[config.mk]
export PLATFORM = sky130hd
export DESIGN_NAME = uart_regfile
export DESIGN_NICKNAME = d
export VERILOG_FILES = /design/src/rtl/uart_regs_pkg.sv /design/src/rtl/uart_ctrl_regs.sv /design/src/rtl/uart_rx_hold.sv /design/src/rtl/uart_tx_strobe.sv /design/src/rtl/uart_regfile.sv
export SDC_FILE = /design/constraint.sdc
export NUM_CORES = 1
export LEC_CHECK = 0
export BUFFER_PORTS_ARGS = -buffer_cell sky130_fd_sc_hd__buf_2
export CORE_MARGIN = 8
export CORE_UTILIZATION = 45
export DETAILED_ROUTE_END_ITERATION = 6
export PLACE_DENSITY = 0.66
export SYNTH_ARGS = -nofsm -noshare
export SYNTH_HDL_FRONTEND = slang
export SYNTH_SLANG_ARGS = --single-unit
[constraint.sdc]
create_clock -name clk -period 2.4 [get_ports clk]
set_clock_uncertainty 0.2 [all_clocks]
set_input_delay 0.24 -clock clk [delete_from_list [all_inputs] [get_ports clk]]
set_output_delay 0.24 -clock clk [all_outputs]
set_load 0.05 [all_outputs]
[src/rtl/uart_regs_pkg.sv]
`timescale 1ns/1ps
package uart_regs_pkg;
  // word indexes (byte address >> 2)
  localparam int IX_RXD   = 'h00;
  localparam int IX_TXD   = 'h10;
  localparam int IX_CTL1  = 'h20;
  localparam int IX_CTL2  = 'h21;
  localparam int IX_CTL3  = 'h22;
  localparam int IX_CTL4  = 'h23;
  localparam int IX_FIFO  = 'h24;
  localparam int IX_STAT1 = 'h25;
  localparam int IX_STAT2 = 'h26;
  localparam int IX_BINC  = 'h29;
  localparam int IX_BMOD  = 'h2A;
  localparam int IX_BCNT  = 'h2B;
  localparam int IX_MSEC  = 'h2C;
  localparam int IX_TEST  = 'h2D;

  // bit positions
  localparam int S1_RXIDLE = 6;
  localparam int S1_RXRDY  = 9;
  localparam int S1_TXRDY  = 13;
  localparam int S1_RTS    = 14;
  localparam int S2_RXDAT  = 0;
  localparam int S2_TXDONE = 3;
  localparam int S2_DCD    = 5;
  localparam int S2_TXFE   = 14;
  localparam int T_RXEMPTY = 5;
  localparam int T_TXEMPTY = 6;
  localparam int C1_ENABLE = 0;
  localparam int C1_TXMTEN = 6;
  localparam int C2_NRST   = 0;
  localparam int C2_RXEN   = 1;
  localparam int C2_TXEN   = 2;
  localparam int RD_CHRDY  = 15;
  localparam int RD_ERR    = 14;
  localparam int RD_BRK    = 11;

  // reset values (16-bit register view)
  localparam logic [15:0] SR_CTL3 = 16'h0700;
  localparam logic [15:0] SR_BCNT = 16'h0004;
  localparam logic [15:0] SR_RBUF = 16'h0001 << RD_ERR;
  localparam logic [15:0] PO_CTL1 = 16'h0001 << C1_ENABLE;
  localparam logic [15:0] PO_CTL2 = 16'h0001 << C2_TXEN;
endpackage

[src/rtl/uart_ctrl_regs.sv]
`timescale 1ns/1ps
module uart_ctrl_regs
  import uart_regs_pkg::*;
#(
  parameter int REG_W = 16
) (
  input  logic             clk,
  input  logic             rst_n,
  input  logic             we_ctl1,
  input  logic             we_ctl2,
  input  logic             we_ctl3,
  input  logic             we_fifo,
  input  logic             we_bcnt,
  input  logic             we_bmod,
  input  logic             we_msec,
  input  logic [REG_W-1:0] wd,
  output logic             soft_rst,
  output logic [REG_W-1:0] ctl1,
  output logic [REG_W-1:0] ctl2,
  output logic [REG_W-1:0] ctl3,
  output logic [REG_W-1:0] fifo,
  output logic [REG_W-1:0] bcnt,
  output logic [REG_W-1:0] bmod,
  output logic [REG_W-1:0] msec
);
  localparam logic [REG_W-1:0] NRST_MASK = REG_W'(1) << C2_NRST;

  assign soft_rst = we_ctl2 && !wd[C2_NRST];

  always_ff @(posedge clk or negedge rst_n) begin
    if (!rst_n) begin
      ctl1 <= REG_W'(PO_CTL1);
      ctl2 <= REG_W'(PO_CTL2);
      ctl3 <= REG_W'(SR_CTL3);
      fifo <= '0;
      bcnt <= REG_W'(SR_BCNT);
      bmod <= '0;
      msec <= '0;
    end else begin
      if (soft_rst) begin
        ctl1 <= '0;
        ctl3 <= REG_W'(SR_CTL3);
        bcnt <= REG_W'(SR_BCNT);
        bmod <= '0;
      end else begin
        if (we_ctl1) ctl1 <= wd;
        if (we_ctl3) ctl3 <= wd;
        if (we_bcnt) bcnt <= wd;
        if (we_bmod) bmod <= wd;
      end
      if (we_ctl2) ctl2 <= wd | NRST_MASK;
      if (we_fifo) fifo <= wd;
      if (we_msec) msec <= wd;
    end
  end


  soft_rst_values_chk: assert property (@(posedge clk) disable iff (!rst_n)
    soft_rst |=> (ctl1 == '0 && ctl3 == REG_W'(SR_CTL3) && bmod == '0 &&
                  bcnt == REG_W'(SR_BCNT) && ctl2[C2_NRST]));

  bmod_store_chk: assert property (@(posedge clk) disable iff (!rst_n)
    (we_bmod && !soft_rst) |=> bmod == $past(wd));

  fifo_survives_chk: assert property (@(posedge clk) disable iff (!rst_n)
    (soft_rst && !we_fifo) |=> $stable(fifo));
endmodule

[src/rtl/uart_rx_hold.sv]
`timescale 1ns/1ps
module uart_rx_hold
  import uart_regs_pkg::*;
#(
  parameter int BYTE_W = 8,
  parameter int REG_W  = 16
) (
  input  logic              clk,
  input  logic              rst_n,
  input  logic              soft_rst,
  input  logic              rd_take,
  input  logic              rx_valid,
  input  logic [BYTE_W-1:0] rx_data,
  input  logic              rx_break,
  output logic              rx_ready,
  output logic              rx_full,
  output logic [REG_W-1:0]  rx_word
);
  localparam logic [REG_W-1:0] BRK_CODE = REG_W'(1) << RD_BRK;
  logic accept;

  // read-first: a read that empties the entry frees it in the same cycle
  assign rx_ready = (!rx_full || rd_take) && !soft_rst;
  assign accept   = rx_valid && rx_ready;

  always_ff @(posedge clk or negedge rst_n) begin
    if (!rst_n) begin
      rx_full <= 1'b0;
      rx_word <= REG_W'(SR_RBUF);
    end else if (soft_rst) begin
      rx_full <= 1'b0;
      rx_word <= REG_W'(SR_RBUF);
    end else begin
      if (rd_take) rx_full <= 1'b0;
      if (accept) begin
        rx_full <= 1'b1;
        rx_word <= rx_break ? BRK_CODE : REG_W'(rx_data);
      end
    end
  end


  no_overwrite_chk: assert property (@(posedge clk) disable iff (!rst_n)
    (rx_full && !rd_take && !soft_rst) |=> ($stable(rx_word) && rx_full));

  read_empties_chk: assert property (@(posedge clk) disable iff (!rst_n)
    (rd_take && !rx_valid) |=> !rx_full);

  read_then_fill_chk: assert property (@(posedge clk) disable iff (!rst_n)
    (rd_take && rx_valid && !soft_rst) |=> rx_full);
endmodule

[src/rtl/uart_tx_strobe.sv]
`timescale 1ns/1ps
module uart_tx_strobe #(
  parameter int BYTE_W = 8
) (
  input  logic              clk,
  input  logic              rst_n,
  input  logic              wr_tx,
  input  logic              tx_en,
  input  logic [BYTE_W-1:0] wbyte,
  output logic              tx_valid,
  output logic [BYTE_W-1:0] tx_data,
  output logic              tx_rdy
);
  logic fire;
  assign fire   = wr_tx && tx_en;
  assign tx_rdy = !tx_valid;

  always_ff @(posedge clk or negedge rst_n) begin
    if (!rst_n) begin
      tx_valid <= 1'b0;
      tx_data  <= '0;
    end else begin
      tx_valid <= fire;
      if (fire) tx_data <= wbyte;
    end
  end


  tx_fire_chk: assert property (@(posedge clk) disable iff (!rst_n)
    fire |=> (tx_valid && tx_data == $past(wbyte)));

  tx_quiet_chk: assert property (@(posedge clk) disable iff (!rst_n)
    !fire |=> !tx_valid);
endmodule

[src/rtl/uart_regfile.sv]
`timescale 1ns/1ps
module uart_regfile
  import uart_regs_pkg::*;
#(
  parameter int ADDR_W = 12,
  parameter int DATA_W = 32,
  parameter int REG_W  = 16,
  parameter int BYTE_W = 8
) (
  input  logic              clk,
  input  logic              rst_n,
  input  logic              bus_rd,
  input  logic              bus_wr,
  input  logic [ADDR_W-1:0] bus_addr,
  input  logic [DATA_W-1:0] bus_wdata,
  output logic [DATA_W-1:0] bus_rdata,
  input  logic              rx_valid,
  output logic              rx_ready,
  input  logic [BYTE_W-1:0] rx_data,
  input  logic              rx_break,
  output logic              tx_valid,
  output logic [BYTE_W-1:0] tx_data,
  output logic              irq
);
  localparam int IDX_W = ADDR_W - 2;

  logic [IDX_W-1:0] widx;
  logic [REG_W-1:0] wd;
  logic             unused_bits;
  assign widx        = bus_addr[ADDR_W-1:2];
  assign wd          = bus_wdata[REG_W-1:0];
  assign unused_bits = ^{bus_addr[1:0], bus_wdata[DATA_W-1:REG_W]};

  function automatic logic hit(input logic [IDX_W-1:0] a, input int ix);
    return a == IDX_W'(ix);
  endfunction

  logic soft_rst, rx_full, tx_rdy;
  logic [REG_W-1:0] ctl1, ctl2, ctl3, fifo, bcnt, bmod, msec, rx_word;

  uart_ctrl_regs #(.REG_W(REG_W)) u_ctrl (
    .clk(clk), .rst_n(rst_n),
    .we_ctl1(bus_wr && hit(widx, IX_CTL1)),
    .we_ctl2(bus_wr && hit(widx, IX_CTL2)),
    .we_ctl3(bus_wr && hit(widx, IX_CTL3)),
    .we_fifo(bus_wr && hit(widx, IX_FIFO)),
    .we_bcnt(bus_wr && hit(widx, IX_BINC)),
    .we_bmod(bus_wr && hit(widx, IX_BMOD)),
    .we_msec(bus_wr && hit(widx, IX_MSEC)),
    .wd(wd), .soft_rst(soft_rst),
    .ctl1(ctl1), .ctl2(ctl2), .ctl3(ctl3), .fifo(fifo),
    .bcnt(bcnt), .bmod(bmod), .msec(msec)
  );

  uart_rx_hold #(.BYTE_W(BYTE_W), .REG_W(REG_W)) u_rx (
    .clk(clk), .rst_n(rst_n), .soft_rst(soft_rst),
    .rd_take(bus_rd && hit(widx, IX_RXD)),
    .rx_valid(rx_valid), .rx_data(rx_data), .rx_break(rx_break),
    .rx_ready(rx_ready), .rx_full(rx_full), .rx_word(rx_word)
  );

  uart_tx_strobe #(.BYTE_W(BYTE_W)) u_tx (
    .clk(clk), .rst_n(rst_n),
    .wr_tx(bus_wr && hit(widx, IX_TXD)), .tx_en(ctl2[C2_TXEN]),
    .wbyte(bus_wdata[BYTE_W-1:0]),
    .tx_valid(tx_valid), .tx_data(tx_data), .tx_rdy(tx_rdy)
  );

  // status assembly: no transmit queue, so TX-empty is always set
  logic             tx_empty;
  logic [REG_W-1:0] stat1, stat2, testw, rxd_view;
  assign tx_empty = 1'b1;
  always_comb begin
    stat1 = '0;
    stat1[S1_RXIDLE] = 1'b1;
    stat1[S1_RXRDY]  = rx_full;
    stat1[S1_TXRDY]  = tx_rdy;
    stat1[S1_RTS]    = 1'b1;
    stat2 = '0;
    stat2[S2_RXDAT]  = rx_full;
    stat2[S2_TXDONE] = 1'b1;
    stat2[S2_DCD]    = 1'b1;
    stat2[S2_TXFE]   = 1'b1;
    testw = '0;
    testw[T_RXEMPTY] = !rx_full;
    testw[T_TXEMPTY] = tx_empty;
    rxd_view = rx_word;
    rxd_view[RD_CHRDY] = rx_word[RD_CHRDY] | rx_full;
  end

  logic [REG_W-1:0] rd16;
  always_comb begin
    case (widx)
      IDX_W'(IX_RXD):   rd16 = rxd_view;
      IDX_W'(IX_CTL1):  rd16 = ctl1;
      IDX_W'(IX_CTL2):  rd16 = ctl2;
      IDX_W'(IX_CTL3):  rd16 = ctl3;
      IDX_W'(IX_FIFO):  rd16 = fifo;
      IDX_W'(IX_STAT1): rd16 = stat1;
      IDX_W'(IX_STAT2): rd16 = stat2;
      IDX_W'(IX_BMOD):  rd16 = bmod;
      IDX_W'(IX_BCNT):  rd16 = bcnt;
      IDX_W'(IX_MSEC):  rd16 = msec;
      IDX_W'(IX_TEST):  rd16 = testw;
      default:          rd16 = '0;
    endcase
  end
  assign bus_rdata = DATA_W'(rd16);

  logic rx_term, tx_term;
  assign rx_term = stat1[S1_RXRDY] & ctl1[S1_RXRDY];
  assign tx_term = stat1[S1_TXRDY] & ctl1[S1_TXRDY];
  assign irq = rx_term | (ctl1[C1_TXMTEN] & (tx_term | testw[T_TXEMPTY]));


  txmt_forces_irq_chk: assert property (@(posedge clk) disable iff (!rst_n)
    ctl1[C1_TXMTEN] |-> irq);

  irq_quiet_chk: assert property (@(posedge clk) disable iff (!rst_n)
    (!ctl1[C1_TXMTEN] && !rx_full) |-> !irq);

  full_blocks_chk: assert property (@(posedge clk) disable iff (!rst_n)
    (rx_full && !bus_rd) |-> !rx_ready);
endmodule

* Word-level counts from Yosys, hierarchy flattened
Index checks and enable logic that the tools add are counted.
** Cells by class
- Reductions and logical operators :: 25
- Muxes and demuxes :: 15
- Bitwise operators :: 3
- Equality and inequality tests :: 12
** Operators by type and width (number)
- $pmux W16 S11 :: 1
- $mux W16 :: 10
- $eq A10 B6 Y1 const B :: 11
- $logic_and A1 B1 Y1 :: 13
- $mux W12 :: 1
- $eq A10 B5 Y1 const B :: 1
- $logic_not A10 Y1 :: 1
- $reduce_bool A2 Y1 :: 5
- $logic_not A1 Y1 :: 4
- $mux W1 :: 3
- $reduce_bool A3 Y1 :: 1
- $or A1 B1 Y1 :: 2
- $and A1 B1 Y1 :: 1
- $logic_or A1 B1 Y1 :: 1
** Storage, ports and cells
- Output and inout port bits :: 43
- Logic and storage cells :: 66
- Bits of input ports :: 58
- Register bits after elaboration :: 138

* Logic depth before layout (Yosys ltp)
Gate-level depths: netlist (run 1).
- Depth after elaboration :: 8
- Mapped depth :: 8
- Gate-level depth less buffers :: 5

* Modules after synthesis
A second synthesis (run 1) with hierarchy kept.
** Unflattened totals
- Cell total of the unflattened synthesis :: 596
- Area total of the unflattened synthesis :: 6835.3 µm²
** By module, submodules not included
- uart_ctrl_regs :: sequential area each 2810.2 µm², cells each 310, times used 1, area each 4458.0 µm²
- uart_regfile :: sequential area each 0.0 µm², cells each 227, times used 1, area each 1507.7 µm²
- uart_rx_hold :: sequential area each 276.5 µm², cells each 39, times used 1, area each 505.5 µm²
- uart_tx_strobe :: sequential area each 225.2 µm², cells each 20, times used 1, area each 364.1 µm²

* Worst setup path before layout (run 1)
No wires, ideal clock.
- Path type :: input to output
- From :: input port bus_addr[5]
- To :: output port bus_rdata[0]
- Path buffers :: 3
- Arrival time :: 2.488 ns
- Slack :: -0.528 ns
- Required time :: 1.960 ns
- Cell stages on the path :: 8
- Cell sequence :: buf_2 > buf_2 > nor2_2 > clkbuf_1 > nand2_1 > nor2_1 > a21oi_1 > o21ai_0
** Between the ends
- Cells in the longest elaborated chain, start to end :: 2
- Elaborated cells on any way between the ends :: 12
- Classes of those cells :: 10 x eq/ne; 1 x mux; 1 x reduce/logical
** Ends and longest elaborated chain
- start: declaration :: RTL line uart_regfile.sv:14 : input logic [ADDR_W-1:0] bus_addr,
- $eq A10 B6 Y1 / $logic_not A10 Y1 (equally long branches) :: RTL line uart_regfile.sv:93 : case (widx)
- $pmux W16 S11 (*) :: RTL line uart_regfile.sv:93
- end: declaration :: RTL line uart_regfile.sv:16 : output logic [DATA_W-1:0] bus_rdata,
Mark *: on every way between the ends. The rest lies on a longest branch, timed or not.

* Worst setup path in the final report (run 1)
- From :: register u_ctrl.msec[1]
- To :: output port bus_rdata[1]
** Between the ends
- Cells in the longest elaborated chain, start to end :: 1
** Ends and longest elaborated chain
- start: declaration :: RTL line uart_ctrl_regs.sv:24 : output logic [REG_W-1:0] msec
- start signal: assignment :: RTL line uart_ctrl_regs.sv:53 : if (we_msec) msec <= wd;
- $pmux W16 S11 :: RTL line uart_regfile.sv:93
Every way passes these cells.

==> results of run 1 <==
[where the power goes]
group / total (W) / internal (W) / switching (W)
combinational: 0.000401 / 0.000145 / 0.000256
clock: 0.00279 / 0.00187 / 0.000926
sequential: 0.00228 / 0.00226 / 0.0000178
total: 0.00547 / 0.00427 / 0.00120
[what timing repair did]
| item | CTS | global route |
|---|---|---|
| setup endpoints to repair | 9 | 16 |
| endpoints found under the hold margin | 179 | 0 |
| pin swaps | 1 | 0 |
| gates resized for setup | 10 | 15 |
| hold buffers | 36 | 0 |
| cloned | 0 | 0 |
[layout make-up]
cell class	count	area, um^2	area share
clock buffers	23	498	0.0579
clock inverters	9	148	0.0172
inverters	3	11.3	0.00131
multi-input cells	403	3120	0.363
flip-flops and latches	132	3310	0.385
well taps	184	230	0.0268
repair buffers	165	1280	0.149
[flip-flops by register name, summed over array words and instances, names as in the netlist]
signal         cells
u_tx.tx_data       8
u_rx.rx_full       1
u_tx.tx_valid      1
u_ctrl.ctl3       16
u_ctrl.bcnt       16
u_ctrl.msec       16
u_ctrl.ctl2       16
u_ctrl.fifo       16
u_ctrl.ctl1       16
u_ctrl.bmod       16
u_rx.rx_word      10
[path summary, 6_finish.rpt]
path | start | end | slack (ns)
max | u_ctrl.msec[1]$_DFFE_PN0P_ | bus_rdata[1] | 0.03
min | rst_n | u_tx.tx_data[3]$_DFFE_PN0P_ | 0.12
max reg2reg | u_rx.rx_full$_DFFE_PN0P_ | u_rx.rx_word[6]$_DFFE_PN0P_ | 0.13
min reg2reg | u_rx.rx_word[14]$_DFFE_PN1P_ | u_rx.rx_word[14]$_DFFE_PN1P_ | 0.28
max in group asynchronous | rst_n | u_ctrl.ctl3[9]$_DFFE_PN1P_ | 1.18
min in group clk | bus_wr | u_ctrl.ctl2[0]$_DFFE_PN0N_ | 0.20
[through the flow]
stage	TNS, ns	setup WS (ns)	util	power (W)	hold WS [ns]
final	0	0.0252	0.594	0.00547	0.121
after global routing	-0.0172	-0.0172	0.594	0.00564	0.171
after CTS	0	0.00395	0.591	0.00551	0.134
after detailed placement	-0.157	-0.0284	0.520	0.00268	0.0384
after global placement	-0.673	-0.0462	0.520	0.00267	0.0316
after floorplan	0	0.00335	-	0.00251	-0.256
[logic make-up (layout without fill, tap and decap cells)]
group / Yosys count / count (layout) / synth area share
compound gates: 75 / 75 / 0.0817
buf+inv: 55 / 200 / 0.0473
flops: 132 / 132 / 0.498
mux: 150 / 150 / 0.243
other cells: 1 / 16 / 0.000564
simple gates: 162 / 162 / 0.129
[synth_stat cells, types with 3 or more instances]
cell type / n
dfrtp_1: 125
mux2i_1: 88
nor2_1: 73
mux2_2: 52
nand2_1: 31
buf_4: 21
buf_2: 17
a22oi_1: 16
a21oi_1: 14
clkbuf_1: 11
mux2_4: 10
nand3b_1: 9
nand3_1: 8
dfstp_2: 7
o21ai_0: 7
a221o_1: 6
a31oi_1: 5
nor2b_1: 5
and3_1: 4
nand3_2: 4
nor3_1: 4
o22ai_1: 4
o32a_1: 4
a211o_1: 3
and2_1: 3
inv_1: 3
nand2b_1: 3
o32ai_1: 3
[per-layer routing]
| layer | vias to the layer above | GRT usage |
|---|---|---|
| li1 | 2334 | - |
| met1 | 2636 | 0.272 |
| met2 | 197 | 0.337 |
| met3 | 34 | 0.0372 |
| met4 | 0 | 0.0833 |
| met5 | - | 0 |
==> reports/metrics.cfg, run 1 <==
[status]
outcome = finished clean

[setup_path]
crit_required_ns = 1.96
critPathMaxStageDelay_ns = 0.37
slowest_stage = dfrtp_1
cp.buffers_inverters = 1
reg2regPathDepth = 7
path_delay_family = compound AO/OA/AOI/OAI gates
critPathArrivalTime_ns = 1.93
worstPathCellList = mux2_2 -> a22o_1 -> nand2_1 -> o21ai_2 -> a221o_1 -> buf_6
worstSetupPathDepth = 6
cp-end-kind = output pin
path_max_fanout = 2
crit_type = reg -> out
cp-start-kind = flip-flop

[die]
start_util = 0.459
die_w_um = 138
io_pins = 101
rows = 44
die-area_mm2 = 0.0189
core_area_mm2 = 0.0145
die_y_um = 138

[global_route]
grt_pass1_wl_um = 29800
grt_max_degree = 48
grt_pass1_vias = 5349
antenna_found_initial = 0
grt_overflow = 0
grt_usage = 0.209

[pwr]
peakVddDrop_mv = 0.457
leakage_nw = 4.72
p_per_area_mw_per_mm2 = 636

[finish]
layout_common_cells = 125 x dfrtp_1, 88 x mux2i_1, 72 x nor2_1, 63 x buf_4
nFillCells = 1188
drive_gt1_frac = 0.340
instances_no_fill = 919
final_common_cell = dfrtp_1
antennaDiodeCount = 0
area_growth_pct = 29.4
final_nets = 780
final_cell_area_mm2 = 0.00860

[drt]
drc = 0
wirelength_um = 18900
vias = 5201
top_layer = met4
wl_met2_um = 9250
wl_per_cell_um = 20.5
wl_met1_um = 8010
drt_first_pass_iters = 5
vias_per_cell = 5.66
wl_met3_um = 1150
drt_iter0_drc = 567
final_antenna_net_count = 0

[sta]
min_period_ns = 2.37
rsz0062_at_grt = true
hold_viol = 0
fin_crit_sh = 0.989
drv_slew = 0
fmax_mhz = 421
setup_violations = 0

[cts]
path_clk_slew_ns = 0.05
numCtsBuffers = 17
cts_root_buf = clkbuf_16
cts_tree = done
cts_buffer_depth = 2
h-tree-depth = 4
insertion_delay_ns = 0.42
postCtsSetupRepairBufs = 0
cts.sinks = 132

[synthesis]
syn_inst = 575
synthArstFlopShare = 1.00
synth-edff-count = 0
synthTopCellsByArea = dfrtp_1 47%, mux2i_1 13%, mux2_2 8.8%, nor2_1 4.1%, dfstp_2 2.8%
ys.warnings.count = 0
synth_top_area_frac = 0.471
synthFlopType = dfrtp_1
netlist_area_mm2 = 0.00665
synth_seq_cells = 132
syn_avg_cell_area_um2 = 11.6
ys_seq_area_frac = 0.498
synthDistinctLibCells = 55
synth_top_cell_by_area = dfrtp_1

[placement]
placed_cell_area_mm2 = 0.00752
globalplace.congestion = 0.920
dp_cells = 851
io_buffers = 66
dp_hpwl_um = 13100

[flow_run]
cap_violations = 0

[hold_path]
hold_path.class = in -> async

Note: power is estimated with default switching activity, not from simulation.
==> run 2, diff against run 1 <==
==> constraint.sdc (replaced) <==
create_clock -name clk -period 2.4 [get_ports clk]
set_clock_uncertainty 0.2 [all_clocks]
set_input_delay 0 -clock clk [delete_from_list [all_inputs] [get_ports clk]]
set_output_delay 0 -clock clk [all_outputs]
set_load 0.05 [all_outputs]
==> run 2 against run 1 <==
- wire length rose by 1.6%
- hold slack got worse by 0.018 ns
- largest cell class unchanged
- die area did not move
- sequential power barely moved
- sequential cell count did not move
- via count fell by 0.46%
- non-clock buffer count fell by 18
- maximum frequency rose by 4.0%
- core utilization fell by 2.0 points
- largest power group unchanged
==> reports/metrics.cfg, run 2 (synthesis gave the netlist of run 1 again) <==
[pwr]
p_comb_frac = 0.073  ; about the same
leakage_nw = 4.58  ; -3.0%
internal_power_w = 0.00402  ; -5.9%
clkPwrFrac = 0.491  ; -0.019
switching_power_w = 0.00120  ; +0.29%
p_per_area_mw_per_mm2 = 629  ; -1.2%
pwr-share-seq = 0.436  ; +0.020
peakVddDrop_mv = 0.463  ; +1.4%
p_total_w = 0.00523  ; -4.6%
swShare = 0.230  ; +0.0111

[cts]
cts_tree = done
path_clk_slew_ns = 0.06  ; about the same
numCtsBuffers = 17  ; unchanged
cts.sinks = 132  ; unchanged
cts_root_buf = clkbuf_16
h-tree-depth = 4  ; unchanged
cts_buffer_depth = 2  ; unchanged
insertion_delay_ns = 0.42  ; about the same

[setup_path]
critPathArrivalTime_ns = 2.39  ; +0.46 ns
crit_type = reg -> reg
path_max_fanout = 9  ; +7
cp-start-kind = flip-flop
reg2regPathDepth = 6  ; -1
crit_required_ns = 2.50  ; +0.54 ns
cp-end-kind = flip-flop

[drt]
wirelength_um = 19200  ; +1.6%
drc = 0  ; unchanged
drt_first_pass_iters = 6  ; +1
wl_per_cell_um = 21.3  ; +3.6%
vias = 5177  ; -0.46%
vias_per_cell = 5.75  ; +1.5%
final_antenna_net_count = 0  ; unchanged
drt_iter0_drc = 417  ; -26%

[global_route]
grt_pass1_wl_um = 30000  ; +0.55%
grt_pass1_vias = 5273  ; -1.4%
grt_overflow = 0  ; unchanged
grt_max_degree = 49  ; +2.1%
antenna_found_initial = 0  ; unchanged
grt_usage = 0.213  ; +0.00421

[hold_path]
hold_path.class = in -> reg
worstHoldPathCells = 6

[die]
rows = 44  ; unchanged
die_w_um = 138  ; unchanged
die_y_um = 138  ; unchanged
start_util = 0.459  ; unchanged
die-area_mm2 = 0.0189  ; unchanged
io_pins = 101  ; unchanged
core_area_mm2 = 0.0145  ; unchanged

[finish]
final_nets = 762  ; -2.3%
antennaDiodeCount = 0  ; unchanged
area_growth_pct = 25.0
final_common_cell = dfrtp_1
utilization = 0.574  ; -0.0202
layout_common_cells = 125 x dfrtp_1, 88 x mux2i_1, 73 x nor2_1, 65 x buf_2, 52 x mux2_2
drive_gt1_frac = 0.301  ; -0.0389

[sta]
tightest_slew_ns = 0.672
setup_violations = 0  ; unchanged
rsz0062_at_grt = false
setup_slack_ns = 0.117  ; +0.0916 ns
hold-worst-slack_ns = 0.103  ; -0.0177 ns
tns_ns = 0  ; unchanged
fmax_mhz = 438  ; +4.0%
min_period_ns = 2.28  ; -0.0916 ns
fin_crit_sh = 0.951  ; -0.0382
hold_viol = 0  ; unchanged
drv_slew = 0  ; unchanged
slew_headroom = 0.552

[placement]
dp_hpwl_um = 12600  ; -3.8%
io_buffers = 66  ; unchanged
place_ws_ns = 0.241  ; +0.269 ns
globalplace.congestion = 0.909  ; -1.2%

[flow_run]
cap_violations = 0  ; unchanged

[status]
outcome = finished clean

==> run 2: cell count changes in the layout (fill, tap and decap cells not counted), sizes merged <==
cell	change
buf	-20
bufinv	-2
clkbuf	-6
clkinv	+2
dlygate4sd3	+8
==> run 2: repair_timing <==
item                                    4_1_cts  5_1_grt
hold endpoints to repair                    259        0
endpoints found under the setup margin        0        0
hold buffers                                 44        0
resized for setup                             0        0
buffers inserted                              0        0
==> run 2: worst paths after layout <==
path / startpoint / slack, ns / endpoint
max reg2reg: u_ctrl.ctl2[2]$_DFFE_PN1N_ / 0.12 / u_tx.tx_data[2]$_DFFE_PN0P_
max: u_ctrl.ctl2[2]$_DFFE_PN1N_ / 0.12 / u_tx.tx_data[2]$_DFFE_PN0P_
min in group asynchronous: rst_n / 0.49 / u_ctrl.msec[2]$_DFFE_PN0P_
min: bus_addr[11] / 0.10 / u_ctrl.ctl3[0]$_DFFE_PN0P_
max in group asynchronous: rst_n / 0.74 / u_ctrl.ctl3[10]$_DFFE_PN1P_
min reg2reg: u_rx.rx_word[14]$_DFFE_PN1P_ / 0.28 / u_rx.rx_word[14]$_DFFE_PN1P_
==> run 2: final cells by class <==
class | instances | area, um^2
fill | 1222 | 6170
sequential | 132 | 3310
multi-input combinational | 403 | 3080
timing repair buffer | 147 | 1090
clock buffer | 23 | 488
tap | 184 | 230
clock inverter | 9 | 101
inverter | 3 | 11.3
==> run 2: through the flow <==
stage	area, um^2	cells
final	8310	901
after floorplan	6700	590
after global placement	7280	825
after CTS	8310	901
after global routing	8310	901
after detailed placement	7280	825
==> run 2: power by group through the flow <==
stage          Clock [W]  Combinational [W]  Sequential, W
6_report         0.00256           0.000380        0.00228
3_5_place_dp           0           0.000336        0.00232
4_1_cts          0.00260           0.000377        0.00228
5_1_grt          0.00270           0.000409        0.00228
2_1_floorplan          0           0.000194        0.00231
3_3_place_gp           0           0.000327        0.00232
==> run 2: critical path, cell delays in order (launching register included) <==
cell	delay (ns)
dfstp_2	0.55
nand3_1	0.07
nor3_1	0.12
dlygate4sd3_1	0.58
nand3_1	0.10
buf_4	0.23
mux2_2	0.29
==> run 2: layer usage <==
metal  track usage  up-vias  share of wire
li1              -     2296              -
met1         0.267     2615           0.42
met2         0.341      228           0.48
met3        0.0543       38          0.066
met4        0.0917        0          0.027
met5             0        -              0
==> run 3, diff against run 2 <==
Clock period 2.4 ns to 2.6 ns, I/O delays scaled along.
==> run 3 against run 2 <==
- sequential cell count stayed put
- sequential share of layout area is 0.21 points higher
- clock-buffer cell count is 3 higher
- critical path type is now in -> out
- critical endpoint is now bus_rdata[5]
==> reports/metrics.cfg, run 3 (synthesis gave the netlist of run 1 again) <==
[status]
outcome = finished clean

[finish]
drive_gt1_frac = 0.291  ; -0.0105
antennaDiodeCount = 0  ; unchanged
layout_common_cells = 125 x dfrtp_1, 88 x mux2i_1, 73 x nor2_1, 65 x buf_2, 52 x mux2_2
final_common_cell = dfrtp_1
final_nets = 758  ; -0.52%
multi_input_comb_area_mm2 = 0.00308  ; unchanged
seq_area_mm2 = 0.00331  ; unchanged
final_cell_area_mm2 = 0.00827  ; -0.51%
area_growth_pct = 24.4
nFillCells = 1226  ; +0.33%

[sta]
min_period_ns = 2.31
hold_viol = 0  ; unchanged
fin_crit_sh = 0.890
tightest_slew_ns = 0.609  ; -0.0630 ns
rsz0062_at_grt = false
tns_ns = 0  ; unchanged
setup_violations = 0  ; unchanged
drv_slew = 0  ; unchanged
fmax_mhz = 432
slew_headroom = 0.594  ; +0.0420

[die]
rows = 44  ; unchanged
core_area_mm2 = 0.0145  ; unchanged
die_w_um = 138  ; unchanged
die-area_mm2 = 0.0189  ; unchanged
io_pins = 101  ; unchanged
start_util = 0.459  ; unchanged
die_y_um = 138  ; unchanged

[setup_path]
worstPathCellList = buf_2 -> nor4b_2 -> nand2_1 -> or3_1 -> o22ai_1 -> a221o_1 -> buf_2
path_delay_family = simple AND/OR/NAND/NOR gates
crit_top_cell = buf_2
cp.buffers_inverters = 2  ; unchanged
crit_type = in -> out
r2r_start = u_ctrl.ctl2[2]$_DFFE_PN1N_
cp-start-kind = input pin
crit_path_end = bus_rdata[5]
crit_start = bus_addr[9]
critPathArrivalTime_ns = 2.11  ; -0.28 ns
slowest_stage = or3_1
reg2regPathDepth = 6  ; unchanged
cp-end-kind = output pin
critPathMaxStageDelay_ns = 0.61  ; +0.03 ns
crit_required_ns = 2.40  ; -0.10 ns
r2r-end = u_tx.tx_data[6]$_DFFE_PN0P_
worstSetupPathDepth = 7  ; +1
r2r_slack_ns = 0.32  ; +0.20 ns
path_max_fanout = 9  ; unchanged

[drt]
final_antenna_net_count = 0  ; unchanged
drc = 0  ; unchanged
drt_first_pass_iters = 4  ; -2
wirelength_um = 18900  ; -1.4%
wl_per_cell_um = 21.1  ; -0.84%
vias = 5119  ; -1.1%
vias_per_cell = 5.71  ; -0.57%
drt_iter0_drc = 305  ; -27%

[placement]
dp_hpwl_um = 12500  ; -0.82%
globalplace.congestion = 0.886  ; -2.6%
io_buffers = 66  ; unchanged
placed_cell_area_mm2 = 0.00726  ; -0.24%

[cts]
h-tree-depth = 4  ; unchanged
insertion_delay_ns = 0.42  ; about the same
cts_root_buf = clkbuf_16
ctsResizeCount = 0  ; unchanged
cts_tree = done
path_clk_slew_ns = 0.05  ; about the same
cts_buffer_depth = 2  ; unchanged
cts.sinks = 132  ; unchanged
numCtsBuffers = 17  ; unchanged

[global_route]
antenna_found_initial = 0  ; unchanged
grt_max_degree = 61  ; +24%
grt_pass1_vias = 5352  ; +1.5%
grt_usage = 0.208  ; -0.00505
grt_pass1_wl_um = 29600  ; -1.3%
grt_overflow = 0  ; unchanged

[flow_run]
cap_violations = 0  ; unchanged

[pwr]
p_per_area_mw_per_mm2 = 572  ; -9.0%
peakVddDrop_mv = 0.434  ; -6.3%
leakage_nw = 4.55  ; -0.59%

[hold_path]
hold_path.class = in -> reg

## run 3: worst min-delay path by stage
stage | startpoint | endpoint | slack (ns) | cells past startpoint
floorplan | rst_n | u_ctrl.bcnt[0]$_DFFE_PN0P_ | -0.50 | 0
global placement | rst_n | u_tx.tx_data[3]$_DFFE_PN0P_ | -0.24 | 1
detailed placement | rst_n | u_rx.rx_word[1]$_DFFE_PN0P_ | -0.23 | 1
CTS | bus_addr[11] | u_ctrl.ctl2[0]$_DFFE_PN0N_ | 0.03 | 5
global route | bus_addr[11] | u_ctrl.ctl2[0]$_DFFE_PN0N_ | 0.05 | 5
finish | bus_addr[11] | u_ctrl.ctl2[0]$_DFFE_PN0N_ | 0.02 | 5
## run 3: stage by stage
step | worst slack (ns) | utilization | power [W] | hold WS, ns | cells
floorplan | 0.152 | - | 0.00231 | -0.496 | 590
global placement | 0.337 | 0.501 | 0.00244 | -0.241 | 821
detailed placement | 0.322 | 0.501 | 0.00245 | -0.231 | 821
CTS | 0.313 | 0.571 | 0.00476 | 0.0276 | 896
global route | 0.243 | 0.571 | 0.00490 | 0.0535 | 896
finish | 0.286 | 0.571 | 0.00473 | 0.0221 | 896
## run 3: layer usage
layer	vias to the layer above	share of wire	track usage
li1	2287	-	-
met1	2581	0.42	0.264
met2	203	0.48	0.328
met3	48	0.070	0.0387
met4	0	0.031	0.114
met5	-	0	0
## run 3: what timing repair did
item | in CTS | in global routing
endpoints found under the hold margin | 260 | 0
hold buffers | 44 | 0
buffers inserted | 0 | 0
## run 3: worst reg2reg max path, stage by stage (launching register included)
cell           delay (ns)
dfstp_2              0.56
nand3_1              0.08
nor3_1               0.13
dlygate4sd3_1        0.57
nand3_1              0.14
buf_4                0.22
mux2_2               0.27
## run 3: cell type report
type	instances	share of cell area
sequential	132	0.401
multi-input combinational	403	0.372
timing repair buffer	143	0.131
clock buffer	26	0.0580
tap	184	0.0279
clock inverter	5	0.00908
inverter	3	0.00136
## run 3: power breakdown
part / switching, W / internal (W)
registers: 0.0000166 / 0.00209
logic: 0.000230 / 0.000121
clock network: 0.000825 / 0.00145
